`src/rtl/capcmp_pkg.sv`:
```
// Shared types for the capture/compare channel.
// Assumes the 4-bit configuration layout {B, A, E[1:0]}.
package capcmp_pkg;

    typedef struct packed {
        logic       mode_b;
        logic       mode_a;
        logic [1:0] edge_lvl;
    } cfg_t;

    typedef enum logic [1:0] {
        CH_OFF          = 2'b00,
        CH_CAPTURE      = 2'b01,
        CH_CMP_DIRECT   = 2'b10,
        CH_CMP_BUFFERED = 2'b11
    } ch_func_e;

    typedef enum logic [1:0] {
        ACT_NONE   = 2'b00,
        ACT_TOGGLE = 2'b01,
        ACT_CLEAR  = 2'b10,
        ACT_SET    = 2'b11
    } cmp_act_e;

endpackage

```
`src/rtl/capcmp_decode.sv`:
```
// Configuration decoder: turns the {B, A, E} field into a channel function,
// capture edge enables, compare action, pin drive enable and preset level.
// Purely combinational; assumes the field is registered by the caller.
module capcmp_decode
    import capcmp_pkg::*;
(
    input  cfg_t     cfg,
    output ch_func_e func,
    output logic     rise_en,
    output logic     fall_en,
    output cmp_act_e act,
    output logic     drive_en,
    output logic     preset_lvl
);

    // Function, edge and action selection from the configuration field.
    always_comb begin
        if (cfg.edge_lvl == 2'b00)
            func = CH_OFF;
        else if (cfg.mode_b)
            func = CH_CMP_BUFFERED;
        else if (cfg.mode_a)
            func = CH_CMP_DIRECT;
        else
            func = CH_CAPTURE;

        rise_en    = (func == CH_CAPTURE) && cfg.edge_lvl[0];
        fall_en    = (func == CH_CAPTURE) && cfg.edge_lvl[1];
        act        = cmp_act_e'(cfg.edge_lvl);
        drive_en   = (func == CH_CMP_DIRECT) || (func == CH_CMP_BUFFERED);
        preset_lvl = ~cfg.mode_a;
    end

endmodule

```
`src/rtl/capcmp_edge.sv`:
```
// Pin synchronizer and edge detector. SYNC_STAGES flops bring the raw pin
// into the clock domain; one more flop holds the previous synchronized value.
// Runs regardless of channel mode so a stable pin never looks like an edge.
// Assumes SYNC_STAGES >= 2.
module capcmp_edge #(
    parameter int SYNC_STAGES = 2
) (
    input  logic clk,
    input  logic rst_n,
    input  logic pin_in,
    output logic rise,
    output logic fall
);

    localparam int LAST = SYNC_STAGES - 1;

    logic [LAST:0] sync_q;
    logic          prev_q;

    // Shift the pin through the synchronizer and keep the last settled value.
    always_ff @(posedge clk) begin
        if (!rst_n) begin
            sync_q <= '0;
            prev_q <= 1'b0;
        end else begin
            sync_q <= {sync_q[LAST-1:0], pin_in};
            prev_q <= sync_q[LAST];
        end
    end

    // Edge flags from the settled value and its predecessor.
    always_comb begin
        rise = sync_q[LAST] & ~prev_q;
        fall = ~sync_q[LAST] & prev_q;
    end

endmodule

```
`src/rtl/capcmp_cmpreg.sv`:
```
// Compare value store with optional double buffering. An unbuffered write
// goes straight to the active register. A buffered write lands in a pending
// register that moves to the active one on the next overflow strobe.
// Also produces the counter equality match.
module capcmp_cmpreg #(
    parameter int CNT_W = 16
) (
    input  logic             clk,
    input  logic             rst_n,
    input  logic             wr_en,
    input  logic [CNT_W-1:0] wr_data,
    input  logic             buffered,
    input  logic             ovf,
    input  logic [CNT_W-1:0] cnt_val,
    output logic [CNT_W-1:0] active_q,
    output logic             match
);

    logic [CNT_W-1:0] pend_q;
    logic             pend_vld_q;

    // Active register: direct write, or pending transfer at overflow.
    always_ff @(posedge clk) begin
        if (!rst_n)
            active_q <= '0;
        else if (wr_en && !buffered)
            active_q <= wr_data;
        else if (ovf && pend_vld_q)
            active_q <= pend_q;
    end

    // Pending register: captures buffered writes, empties at overflow.
    always_ff @(posedge clk) begin
        if (!rst_n) begin
            pend_q     <= '0;
            pend_vld_q <= 1'b0;
        end else if (wr_en && buffered) begin
            pend_q     <= wr_data;
            pend_vld_q <= 1'b1;
        end else if (ovf) begin
            pend_vld_q <= 1'b0;
        end
    end

    // Equality between the counter and the active compare value.
    always_comb match = (cnt_val == active_q);

endmodule

```
`src/rtl/capcmp_channel.sv`:
```
// One capture/compare channel of a free-running timer.
// Holds the configuration field and the channel output level. It combines
// pin edges and compare matches into capture, output actions and an event
// pulse. Assumes the configuration is written only while the counter is
// stopped, and that the counter moves on after a matching value.
module capcmp_channel
    import capcmp_pkg::*;
#(
    parameter int CNT_W       = 16,
    parameter int SYNC_STAGES = 2
) (
    input  logic             clk,
    input  logic             rst_n,
    input  logic [CNT_W-1:0] cnt_val,
    input  logic             cnt_ovf,
    input  logic             cfg_we,
    input  logic [3:0]       cfg_data,
    input  logic             cmp_we,
    input  logic [CNT_W-1:0] cmp_data,
    input  logic             pin_in,
    output logic             pin_oe,
    output logic             pin_out,
    output logic [CNT_W-1:0] cap_val,
    output logic             chan_evt
);

    cfg_t             cfg_q;
    ch_func_e         func;
    cmp_act_e         act;
    logic             rise_en, fall_en, drive_en, preset_lvl;
    logic             rise, fall, match;
    logic             cap_hit, cmp_hit, lvl_q;
    logic [CNT_W-1:0] active_cmp;

    // Configuration register, cleared by reset.
    always_ff @(posedge clk) begin
        if (!rst_n)
            cfg_q <= '0;
        else if (cfg_we)
            cfg_q <= cfg_t'(cfg_data);
    end

    capcmp_decode u_decode (
        .cfg        (cfg_q),
        .func       (func),
        .rise_en    (rise_en),
        .fall_en    (fall_en),
        .act        (act),
        .drive_en   (drive_en),
        .preset_lvl (preset_lvl)
    );

    capcmp_edge #(.SYNC_STAGES(SYNC_STAGES)) u_edge (
        .clk    (clk),
        .rst_n  (rst_n),
        .pin_in (pin_in),
        .rise   (rise),
        .fall   (fall)
    );

    capcmp_cmpreg #(.CNT_W(CNT_W)) u_cmp (
        .clk      (clk),
        .rst_n    (rst_n),
        .wr_en    (cmp_we),
        .wr_data  (cmp_data),
        .buffered (cfg_q.mode_b),
        .ovf      (cnt_ovf),
        .cnt_val  (cnt_val),
        .active_q (active_cmp),
        .match    (match)
    );

    // Qualified capture and compare hits for this cycle.
    always_comb begin
        cap_hit = (rise & rise_en) | (fall & fall_en);
        cmp_hit = match & drive_en;
    end

    // Channel level: preset while disconnected, compare action on a hit.
    always_ff @(posedge clk) begin
        if (!rst_n)
            lvl_q <= 1'b1;
        else if (func == CH_OFF)
            lvl_q <= preset_lvl;
        else if (cmp_hit) begin
            case (act)
                ACT_TOGGLE: lvl_q <= ~lvl_q;
                ACT_CLEAR:  lvl_q <= 1'b0;
                ACT_SET:    lvl_q <= 1'b1;
                default:    lvl_q <= lvl_q;
            endcase
        end
    end

    // Capture register and event pulse.
    always_ff @(posedge clk) begin
        if (!rst_n) begin
            cap_val  <= '0;
            chan_evt <= 1'b0;
        end else begin
            if (cap_hit)
                cap_val <= cnt_val;
            chan_evt <= cap_hit | cmp_hit;
        end
    end

    // Pin outputs.
    always_comb begin
        pin_oe  = drive_en;
        pin_out = lvl_q;
    end

endmodule

```
`config.mk`:
```
export PLATFORM = sky130hd
export DESIGN_NAME = capcmp_channel
export DESIGN_NICKNAME = d
export VERILOG_FILES = /design/src/rtl/capcmp_pkg.sv /design/src/rtl/capcmp_decode.sv /design/src/rtl/capcmp_edge.sv /design/src/rtl/capcmp_cmpreg.sv /design/src/rtl/capcmp_channel.sv
export SDC_FILE = /design/constraint.sdc
export NUM_CORES = 1
export LEC_CHECK = 0
export ABC_CLOCK_PERIOD_IN_PS = 2300
export BUFFER_PORTS_ARGS = -buffer_cell sky130_fd_sc_hd__buf_2
export CORE_MARGIN = 2
export CORE_UTILIZATION = 40
export DETAILED_ROUTE_END_ITERATION = 8
export GPL_ROUTABILITY_DRIVEN = 0
export SLEW_MARGIN = 20
export SYNTH_ARGS = -nofsm -noshare
export SYNTH_HDL_FRONTEND = slang
export SYNTH_SLANG_ARGS = --single-unit
```
`constraint.sdc`:
```
create_clock -name clk -period 2.3 [get_ports clk]
set_input_delay 0.46 -clock clk [delete_from_list [all_inputs] [get_ports clk]]
set_output_delay 0.46 -clock clk [all_outputs]
set_load 0.02 [all_outputs]
```
==> run summary, run 1 <==
* Worst Hold Path Cells: 2
* period utilization: 81.0%
* count of endpoints failing setup in the final report: 0
* post-synthesis sequential area ratio: 47.9%
* cell internal pwr: 1.84 mW
* Register-to-Register Path Depth: 6
* Power, Total: 2.39 mW
* series of cell instances along the critical path: inv_1 > ha_1 > nor2_1 > buf_2
* synthesis warning total: 0
* number of fillers in the final layout: 567
* biggest area contributors in the synthesized netlist: dfxtp_1, mux2i_1, nand2_1, nor2_1, a311oi_1
* count of cells resized by post-cts repair: 0
* Setup TNS: 0 ps
* class of the tightest hold or removal check: input port to register
* count of unresolved DRC violations after routing: 0
* Max Transition Viols Final: 0
* number of antenna violations at the first check in global routing: 0
* outcome: complete, no violations
* biggest fanout along the worst timing path: 5
* GRT Residual Overflow: 0
* final antenna-violating net count: 0
* flip-flop and latch count after synthesis: 58
* diode count: 0
* area share of the largest cell type after synthesis: 47.9%
* setup slack of the most critical reg-to-reg path: 670 ps
* number of distinct library cell variants in the gate-level netlist after synthesis: 23
* Core ar.: 5890 sq um
* top-count cell post-synth: dfxtp_1
* number of buffers inserted by port buffering: 60
* Post CTS Setup Buffer Count: 0
* First-pass DRT Iterations: 4
* Critical Path Max Stage Delay: 410 ps
* die area: 6690 sq um
* TritonCTS buffer count: 9
* CP Class: register to output pin
* top achievable clock speed: 537 MHz
* DR vias: 2,034
* number of global-route vias before repair: 1,896
* Psw: 0.549 mW
* Period minus WS final: 1860 ps
* required time at the worst-slack endpoint: 1840 ps
* final wirelength: 5800 um
* cell with the largest stage delay on the worst path: dfxtp_1
* vertical die dimension: 81.8 um
* startpoint of the tightest hold check path: pin_in
* endpoint of the worst hold-timing path: u_edge.sync_q[0]$_SDFF_PN0_
* DRC marker count from the first detailed-route iteration: 108
* top flip-flop cell by instance count after synthesis: dfxtp_1
* starting density of the core: 41.2%
* fraction of final layout cells sized beyond drive strength 1: 24.9%
* floorplan row count: 28
* kind of start point of the critical path: register
* pin count of the biggest net entering global routing: 33
* proportion of power drawn by combinational gates: 9.1%
* fraction of synthesis flops using an asynchronous set or reset pin: 0%
* max_slew headroom: 58.6%
* maxcap violations: 0
* Worst Max-Slew Pin Slew: 620 ps
* Clock Sinks: 58
* dominant cell type by area after synthesis: dfxtp_1
* Setup crit end kind: output pin
* RSZ-0062 raised after global routing: no
* fraction of power spent switching nets: 23.0%
* static leakage power: 1.18 nW
* clock tree skew after final layout: 10.3 ps
* netlist area before placement: 2420 sq um
* part of the power in registers: 45.1%
* Fin. Hold Viols: 0
* Hold Slack: 338 ps
* clock root buffer: clkbuf_8
* Top Ports: 61
* half-perimeter wire length of the detailed placement result: 4080 um
* Reg-to-Reg End: cap_val[8]$_SDFFE_PN0P_
* TritonCTS clock tree: done
* routed len/inst: 13.9 um
* total number of nets in the final design: 380
* CTS hold repair buffers: 0
* top post-synthesis cells by count: dfxtp_1, nand2_1, nor2_1
* largest vdd supply drop: 0.000609 V
* pwr/cell area: 790 nW/um^2
* H-tree depth reported by CTS: 3
* Crit Reg-Reg Startpoint: cfg_q[1]$_SDFFE_PN0P_
* global router's overall resource usage: 18.4%
* clock-pin transition on the worst setup and hold timing paths: 60 ps
* die outline width: 81.8 um
* area growth from synthesis to final layout: 24.7%
* wire length of the first global-routing pass: 9100 um
* clk_lat worst skew: 340 ps
* critical path data arrival time: 1400 ps
* number of standard cells after synthesis: 279
* Post-Syn Nets: 322
* Vias per Instance: 4.88
* maximum root-to-sink buffer count: 2
* Synth Area per Inst: 8.68 sq um
* number of enable flip-flop cells after synthesis: 0
* Clock Power Share: 45.9%
==> routing by layer <==
| metal | wire (um) | GRT usage [%] | vias to the layer above |
|---|---|---|---|
| li1 | - | - | 1064 |
| met1 | 2690 | 24.3 | 913 |
| met2 | 2700 | 28.5 | 51 |
| met3 | 343 | 6.81 | 6 |
| met4 | 63 | 5.00 | 0 |
| met5 | 0 | 0 | - |
==> critical path: cells and delay by family (launching register included) <==
kind / cells / cell delay (ps)
adders and majority gates: 1 / 250
buffers and inverters: 2 / 260
DFF: 1 / 410
and+or+nand+nor: 1 / 170
==> logic make-up after synthesis <==
logic type / count (synthesis) / share of synthesized area [%]
and+or+nand+nor: 120 / 21.0
DFF: 58 / 47.9
muxes: 21 / 8.68
AOI/OAI and AO/OA: 39 / 11.9
buffers and inverters: 24 / 4.18
xor gates and xnor gates: 16 / 5.78
adders and majority gates: 1 / 0.516
==> layout make-up <==
class | instances | area, sq um | area share (%)
Clock buffer | 12 | 165 | 5.47
Inverter | 4 | 15.0 | 0.497
Clock inverter | 4 | 72.6 | 2.40
Multi-Input combinational cell | 197 | 1160 | 38.4
Timing Repair Buffer | 67 | 353 | 11.7
Tap cell | 75 | 93.8 | 3.11
Sequential cell | 58 | 1160 | 38.4
==> sequential cells by signal, summed over array words and instances (netlist names) <==
| register | flops |
|---|---|
| u_cmp.pend_vld_q | 1 |
| u_edge.prev_q | 1 |
| chan_evt | 1 |
| u_cmp.active_q | 16 |
| cap_val | 16 |
| pin_out | 1 |
| u_cmp.pend_q | 16 |
| cfg_q | 4 |
| u_edge.sync_q | 2 |
==> cells in the final DEF, fill, tap and decap left out, drive strengths merged <==
cell type,instances
nor4,1
a2111oi,1
a211oi,2
dfxtp,58
buf,67
nand4,4
ha,1
nor3,1
and2,4
nand3b,2
bufinv,2
nand2,51
nand2b,3
clkinv,1
a21oi,18
clkinvlp,1
clkbuf,12
nand3,16
xnor2,16
a311oi,16
nor2,38
a22o,1
o21ai,1
inv,4
mux2i,21
==> worst max-delay path by stage <==
stage	start	endpoint	slack, ps
after floorplan	cfg_q[0]$_SDFFE_PN0P_	cap_val[10]$_SDFFE_PN0P_	560
after global placement	cnt_val[2]	pin_out$_SDFFE_PN1P_	690
after detailed placement	cnt_val[2]	pin_out$_SDFFE_PN1P_	610
after CTS	cfg_q[1]$_SDFFE_PN0P_	pin_oe	410
after global routing	cfg_q[1]$_SDFFE_PN0P_	pin_oe	320
final	cfg_q[1]$_SDFFE_PN0P_	pin_oe	440
==> power groups by stage <==
stage / Combinational [mW] / Clock [mW] / Sequential (mW)
4_1_cts: 0.220 / 1.12 / 1.08
6_report: 0.216 / 1.09 / 1.07
5_1_grt: 0.241 / 1.17 / 1.08
2_1_floorplan: 0.134 / 0 / 1.09
3_5_place_dp: 0.218 / 0 / 1.10
3_3_place_gp: 0.216 / 0 / 1.10
==> metrics by stage <==
| stage | util [%] | std cells | instance area (sq um) | setup slack, ps |
|---|---|---|---|---|
| after CTS | 51.3 | 417 | 3020 | 411 |
| after floorplan | - | 279 | 2420 | 564 |
| after detailed placement | 47.3 | 401 | 2780 | 611 |
| after global placement | 47.3 | 401 | 2780 | 688 |
| final | 51.3 | 417 | 3020 | 436 |
| after global routing | 51.3 | 417 | 3020 | 316 |
(Power assumes the default switching activity.)
==> inputs of run 2 (changes only) <==
- ABC_CLOCK_PERIOD_IN_PS: 2300 -> 1800
- clock period: 2.3 -> 1.8 ns (I/O delays scaled with it)
==> run 2 against run 1 <==
Critical path depth unchanged. Core utilization down 0.47 points. Non-clock buffer count up 2. First-iteration DRC count down 31%. Cell area down 0.91%. Sequential share of layout area up 0.40 points. Cell count up 0.48%. Combinational power up 33%. Register-to-register slack worse by 410 ps. Routed wire length up 0.41%.
==> run summary, run 2 (same netlist as run 1, synthesis figures left out) <==
* outcome: complete, no violations
* count of endpoints failing setup in the final report: 0, unchanged
* DR vias: 2,073, +1.9%
* global router's overall resource usage: 18.6%, +0.17 points
* Power, Total: 2.68 mW, +12%
* DRC marker count from the first detailed-route iteration: 75, -31%
* required time at the worst-slack endpoint: 1440 ps, -400 ps
* pwr/cell area: 895 nW/um^2, +13%
* Vias per Instance: 4.95, +1.4%
* TritonCTS buffer count: 9, unchanged
* commonest non-fill, non-tap cells in the layout: buf_2, dfxtp_1, nand2_1, nor2_1, mux2i_1
* largest vdd supply drop: 0.000408 V, -33%
* top achievable clock speed: 605 MHz
* Period minus WS final: 1650 ps
* commonest non-fill, non-tap cell in the layout: buf_2
* maxcap violations: 0, unchanged
* die outline width: 81.8 um, unchanged
* starting density of the core: 41.2%, unchanged
* class of the tightest hold or removal check: input port to register
* Setup crit end kind: output pin
* Clock Sinks: 58, unchanged
* half-perimeter wire length of the detailed placement result: 4120 um, +1.1%
* Worst Max-Slew Pin Slew: 610 ps, -10.6 ps
* number of antenna violations at the first check in global routing: 0, unchanged
* clock root buffer: clkbuf_8
* registers with the highest flip-flop counts: cap_val: 16 flops, u_cmp.active_q: 16 flops, u_cmp.pend_q: 16 flops
* maximum root-to-sink buffer count: 2, unchanged
* count of unresolved DRC violations after routing: 0, unchanged
* clock-pin transition on the worst setup and hold timing paths: 60 ps, about the same
* count of cells resized by post-cts repair: 0, unchanged
* Top Ports: 61, unchanged
* biggest fanout along the worst timing path: 4, -1
* CP Class: register to output pin
* CTS hold repair buffers: 0, unchanged
* RSZ-0062 raised after global routing: no
* Critical Path Max Stage Delay: 370 ps, -40 ps
* Fin. Hold Viols: 0, unchanged
* static leakage power: 1.17 nW, -1.1%
* clock tree skew after final layout: 4.82 ps, -5.49 ps
* floorplan row count: 28, unchanged
* die area: 6690 sq um, unchanged
* max_slew headroom: 59.2%, +0.61 points
* critical path data arrival time: 1290 ps, -110 ps
* vertical die dimension: 81.8 um, unchanged
* TritonCTS clock tree: done
* pin count of the biggest net entering global routing: 41, +24%
* final antenna-violating net count: 0, unchanged
* Core ar.: 5890 sq um, unchanged
* Post CTS Setup Buffer Count: 0, unchanged
* routed len/inst: 13.9 um, about the same
* kind of start point of the critical path: register
* number of global-route vias before repair: 1,937, +2.2%
* period utilization: 91.8%
* H-tree depth reported by CTS: 3, unchanged
* number of buffer and inverter stages on the critical path: 2, unchanged
* final wirelength: 5820 um, +0.41%
* number of fillers in the final layout: 572, +0.88%
* total number of nets in the final design: 382, +0.53%
* clk_lat worst skew: 330 ps, about the same
* number of buffers inserted by port buffering: 60, unchanged
* diode count: 0, unchanged
* Setup TNS: 0 ps, unchanged
* series of cell instances along the critical path: inv_1 > ha_2 > nor2_2 > buf_2
* First-pass DRT Iterations: 4, unchanged
* GRT Residual Overflow: 0, unchanged
* cell with the largest stage delay on the worst path: dfxtp_1
* fraction of final layout cells sized beyond drive strength 1: 25.3%, +0.44 points
* Largest delay share family, worst path: flip-flops
* Max Transition Viols Final: 0, unchanged
* wire length of the first global-routing pass: 9270 um, +1.8%
* area growth from synthesis to final layout: 23.6%
==> run 2: power by group <==
group | leakage (nW) | switching [mW] | internal [mW] | total, mW
registers | 0.474 | 0.0377 | 1.34 | 1.37
clock network | 0.0872 | 0.486 | 0.531 | 1.02
logic | 0.611 | 0.157 | 0.130 | 0.287
==> run 2: cell type report <==
class                           count  area (sq um)  area share, %
Clock buffer                       13           149           4.97
Timing Repair Buffer               69           393           13.1
Inverter                            4          15.0          0.502
Clock inverter                      3          15.0          0.502
Multi-Input combinational cell    197          1160           38.9
Tap cell                           75          93.8           3.14
Sequential cell                    58          1160           38.8
==> run 2: worst paths after layout <==
path                                  to                        start  cells past startpoint  slack, ps
max                               pin_oe        cfg_q[0]$_SDFFE_PN0P_                      4        150
min          u_edge.sync_q[0]$_SDFF_PN0_                       pin_in                      2        240
max reg2reg      cap_val[8]$_SDFFE_PN0P_        cfg_q[0]$_SDFFE_PN0P_                      5        260
min reg2reg  u_edge.sync_q[1]$_SDFF_PN0_  u_edge.sync_q[0]$_SDFF_PN0_                      1        450
==> run 2: per-stage QoR <==
stage / cells / util, % / hold WS (ps) / cell area (sq um) / setup WS (ps)
6_report: 419 / 50.9 / 245 / 2990 / 148
5_1_grt: 419 / 50.9 / 244 / 2990 / 75.4
4_1_cts: 419 / 50.7 / 238 / 2990 / 29.7
3_5_place_dp: 403 / 48.0 / 441 / 2820 / 177
3_3_place_gp: 403 / 48.0 / 426 / 2820 / 200
2_1_floorplan: 279 / - / 412 / 2420 / 64.0
==> run 2: routing by layer <==
metal	share of wire (%)	track usage [%]	wire, um	vias up
met5	0	0	0	-
met4	2.0	10.0	116	0
met3	4.1	4.29	240	10
met2	45	28.7	2650	39
met1	48	24.1	2820	956
li1	-	-	-	1068
